$ cat config.mk
export PLATFORM = sky130hd
export DESIGN_NAME = dual_interval_timer
export DESIGN_NICKNAME = d
export VERILOG_FILES = /design/src/rtl/timer_pkg.sv /design/src/rtl/cnt_sync.sv /design/src/rtl/timer_core.sv /design/src/rtl/dual_interval_timer.sv
export SDC_FILE = /design/constraint.sdc
export NUM_CORES = 1
export LEC_CHECK = 0
export BUFFER_PORTS_ARGS = -buffer_cell sky130_fd_sc_hd__buf_4
export CORE_ASPECT_RATIO = 2
export CORE_UTILIZATION = 44
export CTS_CLUSTER_SIZE = 16
export DETAILED_ROUTE_END_ITERATION = 8
export SLEW_MARGIN = 20
export SYNTH_ARGS = -nofsm -noshare
export SYNTH_HDL_FRONTEND = slang
export SYNTH_HIERARCHICAL = 1
export SYNTH_SLANG_ARGS = --single-unit
$ cat constraint.sdc
create_clock -name clk -period 5 [get_ports clk]
set_input_delay 0.25 -clock clk [delete_from_list [all_inputs] [get_ports clk]]
set_output_delay 0.25 -clock clk [all_outputs]
set_load 0.005 [all_outputs]
$ cat src/rtl/timer_pkg.sv
package timer_pkg;
  localparam int DATA_W = 8;
  localparam int ADDR_W = 4;

  localparam logic [ADDR_W-1:0] OFS_A_LO = 4'h4;
  localparam logic [ADDR_W-1:0] OFS_A_HI = 4'h5;
  localparam logic [ADDR_W-1:0] OFS_B_LO = 4'h6;
  localparam logic [ADDR_W-1:0] OFS_B_HI = 4'h7;
  localparam logic [ADDR_W-1:0] OFS_A_CTL = 4'hE;
  localparam logic [ADDR_W-1:0] OFS_B_CTL = 4'hF;

  localparam int CTL_START = 0;
  localparam int CTL_ONESHOT = 3;
  localparam int CTL_FORCE = 4;
  localparam int CTL_SRC_LO = 5;
  localparam int CTL_SRC_HI = 6;

  typedef enum logic [1:0] {
    SRC_CLK        = 2'b00,
    SRC_PIN        = 2'b01,
    SRC_CASC       = 2'b10,
    SRC_CASC_GATED = 2'b11
  } bsrc_e;
endpackage

$ cat src/rtl/cnt_sync.sv
module cnt_sync #(
  parameter int STAGES = 2
) (
  input  logic clk,
  input  logic rst_n,
  input  logic pin_async,
  output logic level,
  output logic rise
);
  localparam int TOTAL = STAGES + 1;
  logic [TOTAL-1:0] chain_q;

  for (genvar i = 0; i < TOTAL; i++) begin : g_stage
    if (i == 0) begin : g_first
      always_ff @(posedge clk or negedge rst_n)
        if (!rst_n) chain_q[i] <= 1'b0;
        else        chain_q[i] <= pin_async;
    end else begin : g_next
      always_ff @(posedge clk or negedge rst_n)
        if (!rst_n) chain_q[i] <= 1'b0;
        else        chain_q[i] <= chain_q[i-1];
    end
  end

  assign level = chain_q[STAGES-1];
  assign rise  = chain_q[STAGES-1] & ~chain_q[STAGES];
endmodule

$ cat src/rtl/timer_core.sv
module timer_core
  import timer_pkg::*;
#(
  parameter bit IS_B = 1'b0
) (
  input  logic              clk,
  input  logic              rst_n,
  input  logic              wr_lo,
  input  logic              wr_hi,
  input  logic              wr_ctl,
  input  logic [DATA_W-1:0] wdata,
  input  logic              pin_rise,
  input  logic              pin_level,
  input  logic              casc_evt,
  output logic [2*DATA_W-1:0] cnt_q,
  output logic [DATA_W-1:0] ctl_q,
  output logic              uf_now,
  output logic              uf_pulse
);
  localparam int CNT_W = 2 * DATA_W;
  localparam logic [CNT_W-1:0] ALL_ONES = '1;
  localparam logic [DATA_W-1:0] FORCE_MASK = ~(DATA_W'(1) << CTL_FORCE);

  logic [CNT_W-1:0] latch_q, latch_nx;
  logic running, tick;

  assign running = ctl_q[CTL_START];

  if (IS_B) begin : g_src_b
    bsrc_e sel;
    assign sel = bsrc_e'(ctl_q[CTL_SRC_HI:CTL_SRC_LO]);
    always_comb begin
      case (sel)
        SRC_CLK:        tick = 1'b1;
        SRC_PIN:        tick = pin_rise;
        SRC_CASC:       tick = casc_evt;
        default:        tick = casc_evt & pin_level;
      endcase
    end
  end else begin : g_src_a
    logic unused_inputs;
    assign unused_inputs = pin_level ^ casc_evt;
    assign tick = ctl_q[CTL_SRC_LO] ? pin_rise : 1'b1;
  end

  always_comb begin
    latch_nx = latch_q;
    if (wr_lo) latch_nx[DATA_W-1:0] = wdata;
    if (wr_hi) latch_nx[CNT_W-1:DATA_W] = wdata;
  end

  assign uf_now = running && tick && (cnt_q == '0) && !wr_ctl;

  always_ff @(posedge clk or negedge rst_n) begin
    if (!rst_n) begin
      latch_q  <= ALL_ONES;
      cnt_q    <= ALL_ONES;
      ctl_q    <= '0;
      uf_pulse <= 1'b0;
    end else begin
      latch_q  <= latch_nx;
      uf_pulse <= uf_now;
      if (wr_ctl) begin
        ctl_q <= wdata & FORCE_MASK;
        if (wdata[CTL_FORCE] || !wdata[CTL_START]) cnt_q <= latch_nx;
      end else if (wr_hi && !running) begin
        cnt_q <= latch_nx;
      end else if (running && tick) begin
        if (cnt_q == '0) begin
          cnt_q <= latch_nx;
          if (ctl_q[CTL_ONESHOT]) ctl_q[CTL_START] <= 1'b0;
        end else begin
          cnt_q <= cnt_q - CNT_W'(1);
        end
      end
    end
  end

  p_force_load_r4: assert property (@(posedge clk) disable iff (!rst_n)
    wr_ctl && wdata[CTL_FORCE] |=> cnt_q == $past(latch_q) && !ctl_q[CTL_FORCE]);

  p_stop_reload_r5: assert property (@(posedge clk) disable iff (!rst_n)
    wr_ctl && !wdata[CTL_START] |=> cnt_q == $past(latch_q) && !running);

  p_count_down_r6: assert property (@(posedge clk) disable iff (!rst_n)
    running && tick && cnt_q != '0 && !wr_ctl |=> cnt_q == $past(cnt_q) - CNT_W'(1));

  p_uf_reload_r6: assert property (@(posedge clk) disable iff (!rst_n)
    uf_now |=> cnt_q == $past(latch_nx) && uf_pulse);

  p_oneshot_stop_r7: assert property (@(posedge clk) disable iff (!rst_n)
    uf_now && ctl_q[CTL_ONESHOT] |=> !running);

  p_hi_load_r3: assert property (@(posedge clk) disable iff (!rst_n)
    wr_hi && !running && !wr_ctl |=> cnt_q == $past(latch_nx));

  p_stopped_hold_r12: assert property (@(posedge clk) disable iff (!rst_n)
    !running && !wr_ctl && !wr_hi |=> $stable(cnt_q));
endmodule

$ cat src/rtl/dual_interval_timer.sv
module dual_interval_timer
  import timer_pkg::*;
(
  input  logic              clk,
  input  logic              rst_n,
  input  logic              bus_sel,
  input  logic              bus_we,
  input  logic [ADDR_W-1:0] bus_addr,
  input  logic [DATA_W-1:0] bus_wdata,
  output logic [DATA_W-1:0] bus_rdata,
  input  logic              count_pin,
  output logic              tmr_a_uf,
  output logic              tmr_b_uf
);
  localparam int CNT_W = 2 * DATA_W;

  logic wr;
  logic pin_level, pin_rise;
  logic a_uf_now, b_uf_now;
  logic [CNT_W-1:0] a_cnt, b_cnt;
  logic [DATA_W-1:0] a_ctl, b_ctl;

  assign wr = bus_sel && bus_we;

  cnt_sync #(.STAGES(2)) u_sync (
    .clk(clk), .rst_n(rst_n), .pin_async(count_pin),
    .level(pin_level), .rise(pin_rise)
  );

  timer_core #(.IS_B(1'b0)) u_tmr_a (
    .clk(clk), .rst_n(rst_n),
    .wr_lo(wr && bus_addr == OFS_A_LO),
    .wr_hi(wr && bus_addr == OFS_A_HI),
    .wr_ctl(wr && bus_addr == OFS_A_CTL),
    .wdata(bus_wdata), .pin_rise(pin_rise), .pin_level(pin_level),
    .casc_evt(1'b0), .cnt_q(a_cnt), .ctl_q(a_ctl),
    .uf_now(a_uf_now), .uf_pulse(tmr_a_uf)
  );

  timer_core #(.IS_B(1'b1)) u_tmr_b (
    .clk(clk), .rst_n(rst_n),
    .wr_lo(wr && bus_addr == OFS_B_LO),
    .wr_hi(wr && bus_addr == OFS_B_HI),
    .wr_ctl(wr && bus_addr == OFS_B_CTL),
    .wdata(bus_wdata), .pin_rise(pin_rise), .pin_level(pin_level),
    .casc_evt(a_uf_now), .cnt_q(b_cnt), .ctl_q(b_ctl),
    .uf_now(b_uf_now), .uf_pulse(tmr_b_uf)
  );

  always_comb begin
    case (bus_addr)
      OFS_A_LO:  bus_rdata = a_cnt[DATA_W-1:0];
      OFS_A_HI:  bus_rdata = a_cnt[CNT_W-1:DATA_W];
      OFS_B_LO:  bus_rdata = b_cnt[DATA_W-1:0];
      OFS_B_HI:  bus_rdata = b_cnt[CNT_W-1:DATA_W];
      OFS_A_CTL: bus_rdata = a_ctl;
      OFS_B_CTL: bus_rdata = b_ctl;
      default:   bus_rdata = '0;
    endcase
  end

  // a gated or plain cascade never moves B without an A underflow
  p_casc_needs_a_r9: assert property (@(posedge clk) disable iff (!rst_n)
    b_ctl[CTL_START] && b_ctl[CTL_SRC_HI] && !a_uf_now && !wr |=> $stable(b_cnt));

  // gated cascade ignores A underflows while the pin is low
  p_gate_low_r10: assert property (@(posedge clk) disable iff (!rst_n)
    b_ctl[CTL_START] && b_ctl[CTL_SRC_HI] && b_ctl[CTL_SRC_LO] && !pin_level && !wr
      |=> $stable(b_cnt));

  p_b_uf_pulse_r6: assert property (@(posedge clk) disable iff (!rst_n)
    b_uf_now |=> tmr_b_uf);
endmodule

Word-level counts from Yosys, hierarchy flattened
Index checks and enable logic that the tools add are counted.
- flip-flop bits (word level): 83
- input port bits: 17
- output and inout port bits: 10
- multiplexer cells: 27
- bitwise operators: 3
- reductions and logical operators: 36
- equal/unequal tests: 12
- add/sub/neg operators: 2
- operator list (kind ; count):
    $mux 16 ; 10
    $pmux 8 s6 ; 1
    $logic_not 16->1 ; 2
    $mux 8 ; 4
    $sub 16x1->16 const B ; 2
    $eq 4x3->1 const B ; 4
    $logic_and 1x1->1 ; 15
    $reduce_bool 2->1 ; 6
    $mux 1 ; 11
    $eq 4x4->1 const B ; 2
    $reduce_and 4->1 ; 2
    $reduce_bool 3->1 ; 2
    $logic_not 1->1 ; 5
    $ne 2x1->1 const B ; 2
    $ne 2x2->1 const B ; 2
    $reduce_and 2->1 ; 2
    $pmux 1 s3 ; 1
    $and 1x1->1 ; 2
    $eq 2x1->1 const B ; 1
    $eq 2x2->1 const B ; 1
    $logic_not 2->1 ; 1
    $logic_or 1x1->1 ; 1
    $not 1->1 ; 1

Longest topological paths before layout
Gate-level depths: netlist of run 1.
- depth after elaboration: 12
- mapped depth: 13
- gate-level depth less buffers: 9

Modules after synthesis
Netlist of run 1, hierarchy kept.
- modules (own cells, without submodules) (module ; times used ; cells each ; area an instance (µm²)):
    timer_core at u_tmr_b ; 1 ; 181 ; 2089.5
    timer_core at u_tmr_a ; 1 ; 193 ; 2082.0
    dual_interval_timer ; 1 ; 63 ; 491.7
    cnt_sync ; 1 ; 4 ; 88.8

Worst setup path before layout of run 1
No wires, ideal clock.
- kind: reg2reg
- start: register u_tmr_a.cnt_q[4]
- end: register u_tmr_b.cnt_q[7]
- path slack: 1.757 ns
- path buffers: 4
- arrival time: 3.168 ns
- required time: 4.925 ns
- period minus slack after synthesis: 3.243 ns
- setup time: 0.075 ns
- stages on the path, launching flop included: 13
- cells stage by stage: dfstp_2 -> or3_1 -> buf_2 -> or4_4 -> buf_6 -> or2_2 -> nor4b_1 -> o2111ai_1 -> a31o_2 -> clkbuf_1 -> buf_1 -> a21oi_1 -> a2bb2oi_1
- longest elaborated chain between the ends: 8
- RTL lines (element ; RTL line ; RTL):
    start, declared ; timer_core.sv:15 ; output logic [2*DATA_W-1:0] cnt_q,
    start signal, assigned ; timer_core.sv:65 ; if (wdata[CTL_FORCE] || !wdata[CTL_START]) cnt_q <= latch_nx;
    start signal, assigned ; timer_core.sv:67 ; cnt_q <= latch_nx;
    start signal, assigned ; timer_core.sv:70 ; cnt_q <= latch_nx;
    $logic_not 16->1 * ; timer_core.sv:52 ; assign uf_now = running && tick && (cnt_q == '0) && !wr_ctl;
    $logic_and 1x1->1 * (2 in series) ; timer_core.sv:52 ;
    named net a_uf_now ; dual_interval_timer.sv:19 ; logic a_uf_now, b_uf_now;
    $and 1x1->1 ; timer_core.sv:37 ; default: tick = casc_evt & pin_level;
    $pmux 1 s3 * ; timer_core.sv:33 ; case (sel)
    $logic_and 1x1->1 * ; timer_core.sv:68 ; end else if (running && tick) begin
    $reduce_bool 3->1 (no line) * ; n/a ;
    $reduce_and 2->1 (no line) * ; n/a ;
    end signal, assigned ; timer_core.sv:67 ;
    end signal, assigned ; timer_core.sv:70 ;
    end signal, assigned ; timer_core.sv:73 ; cnt_q <= cnt_q - CNT_W'(1);
    end, declared ; timer_core.sv:15 ;
Mark *: on every way through the listed nets, which the timed path passes. The rest lies on a longest branch.
A chain may end at the register's enable or synchronous reset.

Final worst setup path of run 1
- start: register u_tmr_a.cnt_q[4]
- end: register u_tmr_b.cnt_q[12]
Same word-level chain as after synthesis.

==> impl_metrics.env, run 1 <==
export IMPL_outcome="completed"
export IMPL_dr_first_iter_drc_count=253
export IMPL_grt_overflow=0
export IMPL_worst_setup_hold_path_clk_slew_ns=0.06
export IMPL_power_leakage_nw=2.22
export IMPL_startpoint_type="flip-flop"
export IMPL_wl_per_cell_microns=21.4
export IMPL_final_antenna_net_count=0
export IMPL_die_width_microns=75.5
export IMPL_worst_ir_drop_vdd_v=0.000255
export IMPL_coreArea_sq_um=10500
export IMPL_globalplace_congestion=0.950
export IMPL_hold_path_class="in -> reg"
export IMPL_ioPinCount=27
export IMPL_grt_antenna_before_repair=0
export IMPL_finalHoldViolCount=0
export IMPL_num_rows=53
export IMPL_rsz0062_at_grt="false"
export IMPL_setup_viol_count_final=0
export IMPL_flow_area_growth_from_synthesis_pct=11.4
export IMPL_layout_filler_cells=1024
export IMPL_critical_path_required_ns=5.27
export IMPL_vias=3568
export IMPL_finish_utilization_pct=50.5
export IMPL_mappedNetlistNets=461
export IMPL_ctsLongestPathBuffers=2
export IMPL_drt_vias_per_instance=5.98
export IMPL_slew_viol_final=0
export IMPL_crit_type="reg -> reg"
export IMPL_min_period_ns=3.44
export IMPL_grt_max_degree=59
export IMPL_worst_endpoint_arrival_ns=3.71
export IMPL_number_of_design_rule_violations_left_after_detail_routing=0
export IMPL_die_area_sq_um=11200
export IMPL_wire_length_of_the_first_global_routing_pass_mm=20.1
export IMPL_layout_drive_gt1_share_pct=37.0
export IMPL_quantity_of_hold_fixing_buffers_added_after_cts=1
export IMPL_fmaxAchievable_mhz=291
export IMPL_synth_area_sq_um=4750
export IMPL_power_density_cell_area_nw_per_um2=466
export IMPL_period_share_pct=68.8
export IMPL_antenna_cells_inserted=0
export IMPL_worstSetupEndpointType="flip-flop"
export IMPL_detailedRoute_firstPassIterationCount=4
export IMPL_place_port_buffers=26
export IMPL_wire_length_reported_by_the_detailed_router_mm=12.8
export IMPL_dp_hpwl_mm=9.54
export IMPL_cts_repair_resize_count=0
export IMPL_post_synth_cell_area_avg_sq_um=10.8
export IMPL_drv_max_cap_violation_count=0
export IMPL_first_global_vias=3645
export IMPL_finalSetupTns_ns=0
export IMPL_postCtsSetupRepairBufs=0
export IMPL_cts_buffers=9
export IMPL_yosysWarningCount=6
export IMPL_worst_slew_margin_rel_pct=29.5
export IMPL_initial_core_utilization_pct=45.3
export IMPL_ctsRootBufferMaster="sky130_fd_sc_hd__clkbuf_16"
export IMPL_htree_num_levels=3
export IMPL_clock_sinks=83
export IMPL_grt_total_usage_pct=24.9
export IMPL_cts_tree="done"
export IMPL_worst_pin_slew_ns=1.05
export IMPL_syn_instance_count=440
export IMPL_clock_insertion_delay_worst_skew_ns=0.33
export IMPL_die_extent_in_y_microns=149
export IMPL_crit_fanout=18
export IMPL_final_net_count=477
export IMPL_clock_skew_ns=0.00606
[flip-flops by register name (all words and copies together) (netlist names)]
| register | flops |
|---|---|
| u_tmr_a/ctl_q | 7 |
| u_tmr_b/cnt_q | 16 |
| u_sync/level | 1 |
| u_tmr_b/latch_q | 16 |
| u_tmr_b/ctl_q | 7 |
| u_tmr_a/latch_q | 16 |
| u_tmr_a/uf_pulse | 1 |
| u_tmr_a/cnt_q | 16 |
| u_tmr_b/uf_pulse | 1 |
| u_sync/chain_q | 2 |
[final timing paths]
path	cells past startpoint	end	slack (ns)	start
setup reg to reg	8	u_tmr_b/cnt_q[12]	1.56	u_tmr_a/cnt_q[4]
hold reg to reg	0	u_sync/level	0.35	u_sync/chain_q[0]
min in group asynchronous	2	u_tmr_b/ctl_q[5]	0.37	rst_n
setup / recovery	8	u_tmr_b/cnt_q[12]	1.56	u_tmr_a/cnt_q[4]
max in group asynchronous	3	u_tmr_b/ctl_q[2]	3.55	rst_n
hold / removal	1	u_sync/chain_q[0]	0.03	count_pin
[cell usage in the layout, fill, tap and decap left out, drive strengths merged, types with 17 or more instances in the layout]
master / n
buf: 35
dfrtp: 19
dfstp: 64
inv: 18
mux2: 43
mux2i: 38
nand2: 23
nor2: 20
nor3: 17
o21ai: 30
[worst max-delay path, stage by stage (launching register included)]
cell and delay (ns):
sky130_fd_sc_hd__dfstp_2 0.39, sky130_fd_sc_hd__or3_1 0.50, sky130_fd_sc_hd__or4_4 0.50, sky130_fd_sc_hd__or2_2 0.32
sky130_fd_sc_hd__nor4b_1 0.43, sky130_fd_sc_hd__o2111ai_1 0.24, sky130_fd_sc_hd__a31o_2 0.43, sky130_fd_sc_hd__nor2_1 0.33
sky130_fd_sc_hd__a221o_1 0.21
[stage by stage]
stage               hold WS (ns)  total power [W]  setup WS (ns)  std cells  area (sq um)
floorplan                -0.0456          0.00157           1.76        440          4750
global placement           0.174          0.00181           1.70        581          4990
detailed placement         0.176          0.00183           1.62        581          4990
CTS                       0.0163          0.00248           1.61        597          5290
global route              0.0144          0.00260           1.36        597          5290
finish                    0.0254          0.00247           1.56        597          5290
[power by group]
group,leakage (nW),switching [W],total [W],internal [W]
Clock,0.142,0.000249,0.000645,0.000396
Combinational,1.17,0.000353,0.000652,0.000299
Sequential,0.907,0.000206,0.00117,0.000965
Total,2.22,0.000807,0.00247,0.00166
[area by class of cell]
| class | instances | area, sq um | area share, % |
|---|---|---|---|
| well taps | 137 | 171 | 3.24 |
| clock inverters | 3 | 40.0 | 0.757 |
| multi-input cells | 308 | 2330 | 44.1 |
| repair buffers | 36 | 273 | 5.16 |
| flip-flops and latches | 83 | 2160 | 40.8 |
| clock buffers | 12 | 246 | 4.66 |
| inverters | 18 | 67.6 | 1.28 |
[layer usage]
layer | global-route usage (%) | share of wire [%]
met5 | 0 | 0
met3 | 2.91 | 2.4
met4 | 12.6 | 4.7
met1 | 26.9 | 36
met2 | 45.6 | 57
(Power assumes the default switching activity.)
==> run 2, diff against run 1 <==
clock period = 2.85 ns   (was 5 ns; I/O delays follow)
==> run 2 against run 1 <==
- clock-buffer cell count stayed put
- sequential power up 74%
- combinational power up 110%
- utilization grew 3.8 points
- die area did not move
- design area increased by 7.6%
- flip-flop and latch count stayed put
- non-clock buffer count is 28 higher
- final cell count is 5.0% higher
- register-to-register slack lost 1.6 ns
- critical endpoint is now u_tmr_b/cnt_q[14]
- largest cell class unchanged
==> impl_metrics.env, run 2 (synthesis gave the netlist of run 1 again) <==
export IMPL_worst_endpoint_arrival_ns=3.11
export IMPL_worst_setup_hold_path_clk_slew_ns=0.06
export IMPL_detailedRoute_firstPassIterationCount=5
export IMPL_final_net_count=506
export IMPL_clock_sinks=83
export IMPL_globalplace_congestion=0.888
export IMPL_placed_area_sq_um=5210
export IMPL_startpoint_type="flip-flop"
export IMPL_clock_skew_ns=0.00684
export IMPL_placed_cells_incl_taps=607
export IMPL_worst_ir_drop_vdd_v=0.000392
export IMPL_critical_path_reg2reg_endpoint="u_tmr_b/cnt_q[14]"
export IMPL_slew_viol_final=0
export IMPL_drv_max_cap_violation_count=0
export IMPL_ioPinCount=27
export IMPL_holdPathStages=3
export IMPL_period_share_pct=99.8
export IMPL_die_area_sq_um=11200
export IMPL_min_delay_start="bus_wdata[5]"
export IMPL_worst_r2r_cell_count=8
export IMPL_grt_overflow=0
export IMPL_power_density_cell_area_nw_per_um2=814
export IMPL_instances_no_fill=627
export IMPL_fmaxAchievable_mhz=351
export IMPL_rsz0062_at_grt="true"
export IMPL_hold_ws_ns=0.0946
export IMPL_ctsRootBufferMaster="sky130_fd_sc_hd__clkbuf_16"
export IMPL_crit_type="reg -> reg"
export IMPL_finalHoldViolCount=0
export IMPL_postLayoutCellArea_sq_um=5690
export IMPL_critical_path_required_ns=3.11
export IMPL_wire_length_of_the_first_global_routing_pass_mm=21.2
export IMPL_min_period_ns=2.85
export IMPL_min_to="u_tmr_b/ctl_q[5]"
export IMPL_antenna_cells_inserted=0
export IMPL_layout_filler_cells=970
export IMPL_final_antenna_net_count=0
export IMPL_dr_first_iter_drc_count=149
export IMPL_crit_fanout=5
export IMPL_clock_insertion_delay_worst_skew_ns=0.33
export IMPL_reg_to_reg_critical_path_startpoint="u_tmr_a/cnt_q[7]"
export IMPL_reg2reg_slack_ns=0.004
export IMPL_number_of_design_rule_violations_left_after_detail_routing=0
export IMPL_most_frequent_cells_in_the_layout="sky130_fd_sc_hd__dfstp_2, sky130_fd_sc_hd__buf_4, sky130_fd_sc_hd__mux2_2"
export IMPL_num_rows=53
export IMPL_worst_slew_margin_rel_pct=34.9
export IMPL_power_leakage_nw=2.40
export IMPL_mostFrequentLayoutCell="sky130_fd_sc_hd__dfstp_2"
export IMPL_drt_vias_per_instance=5.99
export IMPL_wire_length_reported_by_the_detailed_router_mm=13.7
export IMPL_layout_drive_gt1_share_pct=43.3
export IMPL_htree_num_levels=3
export IMPL_die_extent_in_y_microns=149
export IMPL_cts_buffers=9
export IMPL_first_global_vias=3943
export IMPL_outcome="completed"
export IMPL_grt_max_degree=76
export IMPL_worst_pin_slew_ns=0.977
export IMPL_setup_viol_count_final=0
export IMPL_initial_core_utilization_pct=45.3
export IMPL_vias=3758
export IMPL_flow_area_growth_from_synthesis_pct=19.9
export IMPL_dp_hpwl_mm=10.2
export IMPL_grt_total_usage_pct=26.5
export IMPL_worstSetupEndpointType="flip-flop"
export IMPL_ctsLongestPathBuffers=2
export IMPL_die_width_microns=75.5
export IMPL_place_port_buffers=26
export IMPL_hold_path_class="in -> reg"
export IMPL_cts_tree="done"
export IMPL_coreArea_sq_um=10500
export IMPL_wl_per_cell_microns=21.9
export IMPL_grt_antenna_before_repair=0
-- run 2: critical path, stage by stage, from the launching register on --
cell                        delay, ns
sky130_fd_sc_hd__dfstp_2         0.37
sky130_fd_sc_hd__or3_4           0.39
sky130_fd_sc_hd__or4_4           0.49
sky130_fd_sc_hd__or2_4           0.25
sky130_fd_sc_hd__nor4b_4         0.28
sky130_fd_sc_hd__o2111ai_4       0.20
sky130_fd_sc_hd__a31oi_4         0.29
sky130_fd_sc_hd__o21ai_0         0.14
sky130_fd_sc_hd__a221o_1         0.36
-- run 2: timing repair --
action | CTS | global route
resized for setup | 2 | 24
setup endpoints to repair | 5 | 13
hold buffers | 2 | 0
hold endpoints to repair | 12 | 0
cloned | 1 | 1
setup buffers | 0 | 1
pin swaps | 3 | 5
-- run 2: routing by layer --
metal | global-route usage [%] | wire length [microns] | up-vias
li1 | - | - | 1720
met1 | 26.9 | 4610 | 1868
met2 | 47.7 | 7800 | 122
met3 | 3.11 | 357 | 48
met4 | 18.9 | 977 | 0
met5 | 0 | 0 | -
-- run 2: worst max-delay path by stage --
stage,from,to,depth (start not counted)
after global placement,u_tmr_a/cnt_q[8],u_tmr_b/cnt_q[8],9
final,u_tmr_a/cnt_q[7],u_tmr_b/cnt_q[14],8
after detailed placement,u_tmr_a/cnt_q[8],u_tmr_b/cnt_q[8],9
after global routing,u_tmr_a/cnt_q[7],u_tmr_b/cnt_q[14],8
after floorplan,u_tmr_a/cnt_q[6],u_tmr_b/cnt_q[11],11
after CTS,u_tmr_a/cnt_q[8],u_tmr_b/cnt_q[12],8
-- run 2: layout make-up --
class                      count  area [sq um]  share of cell area, %
sequential                    83          2160                   37.9
timing repair buffer          64           504                   8.86
multi-input combinational    309          2470                   43.4
clock inverter                 4          73.8                   1.30
clock buffer                  12           246                   4.33
inverter                      18          67.6                   1.19
tap                          137           171                   3.01
-- run 2: report_power, final --
part | total (W) | internal [W] | switching, W
registers | 0.00204 | 0.00169 | 0.000351
logic | 0.00134 | 0.000644 | 0.000694
clock network | 0.00125 | 0.000794 | 0.000461
-- run 2: per-stage QoR --
stage	setup WS (ns)	TNS (ns)	total power [W]	utilization, %
CTS	0.0316	0	0.00460	53.1
floorplan	-0.132	-1.21	0.00278	-
global route	-0.0981	-0.570	0.00488	54.3
finish	0.00428	0	0.00463	54.3
global placement	-0.00824	-0.00824	0.00327	49.7
detailed placement	-0.0457	-0.0503	0.00331	49.7
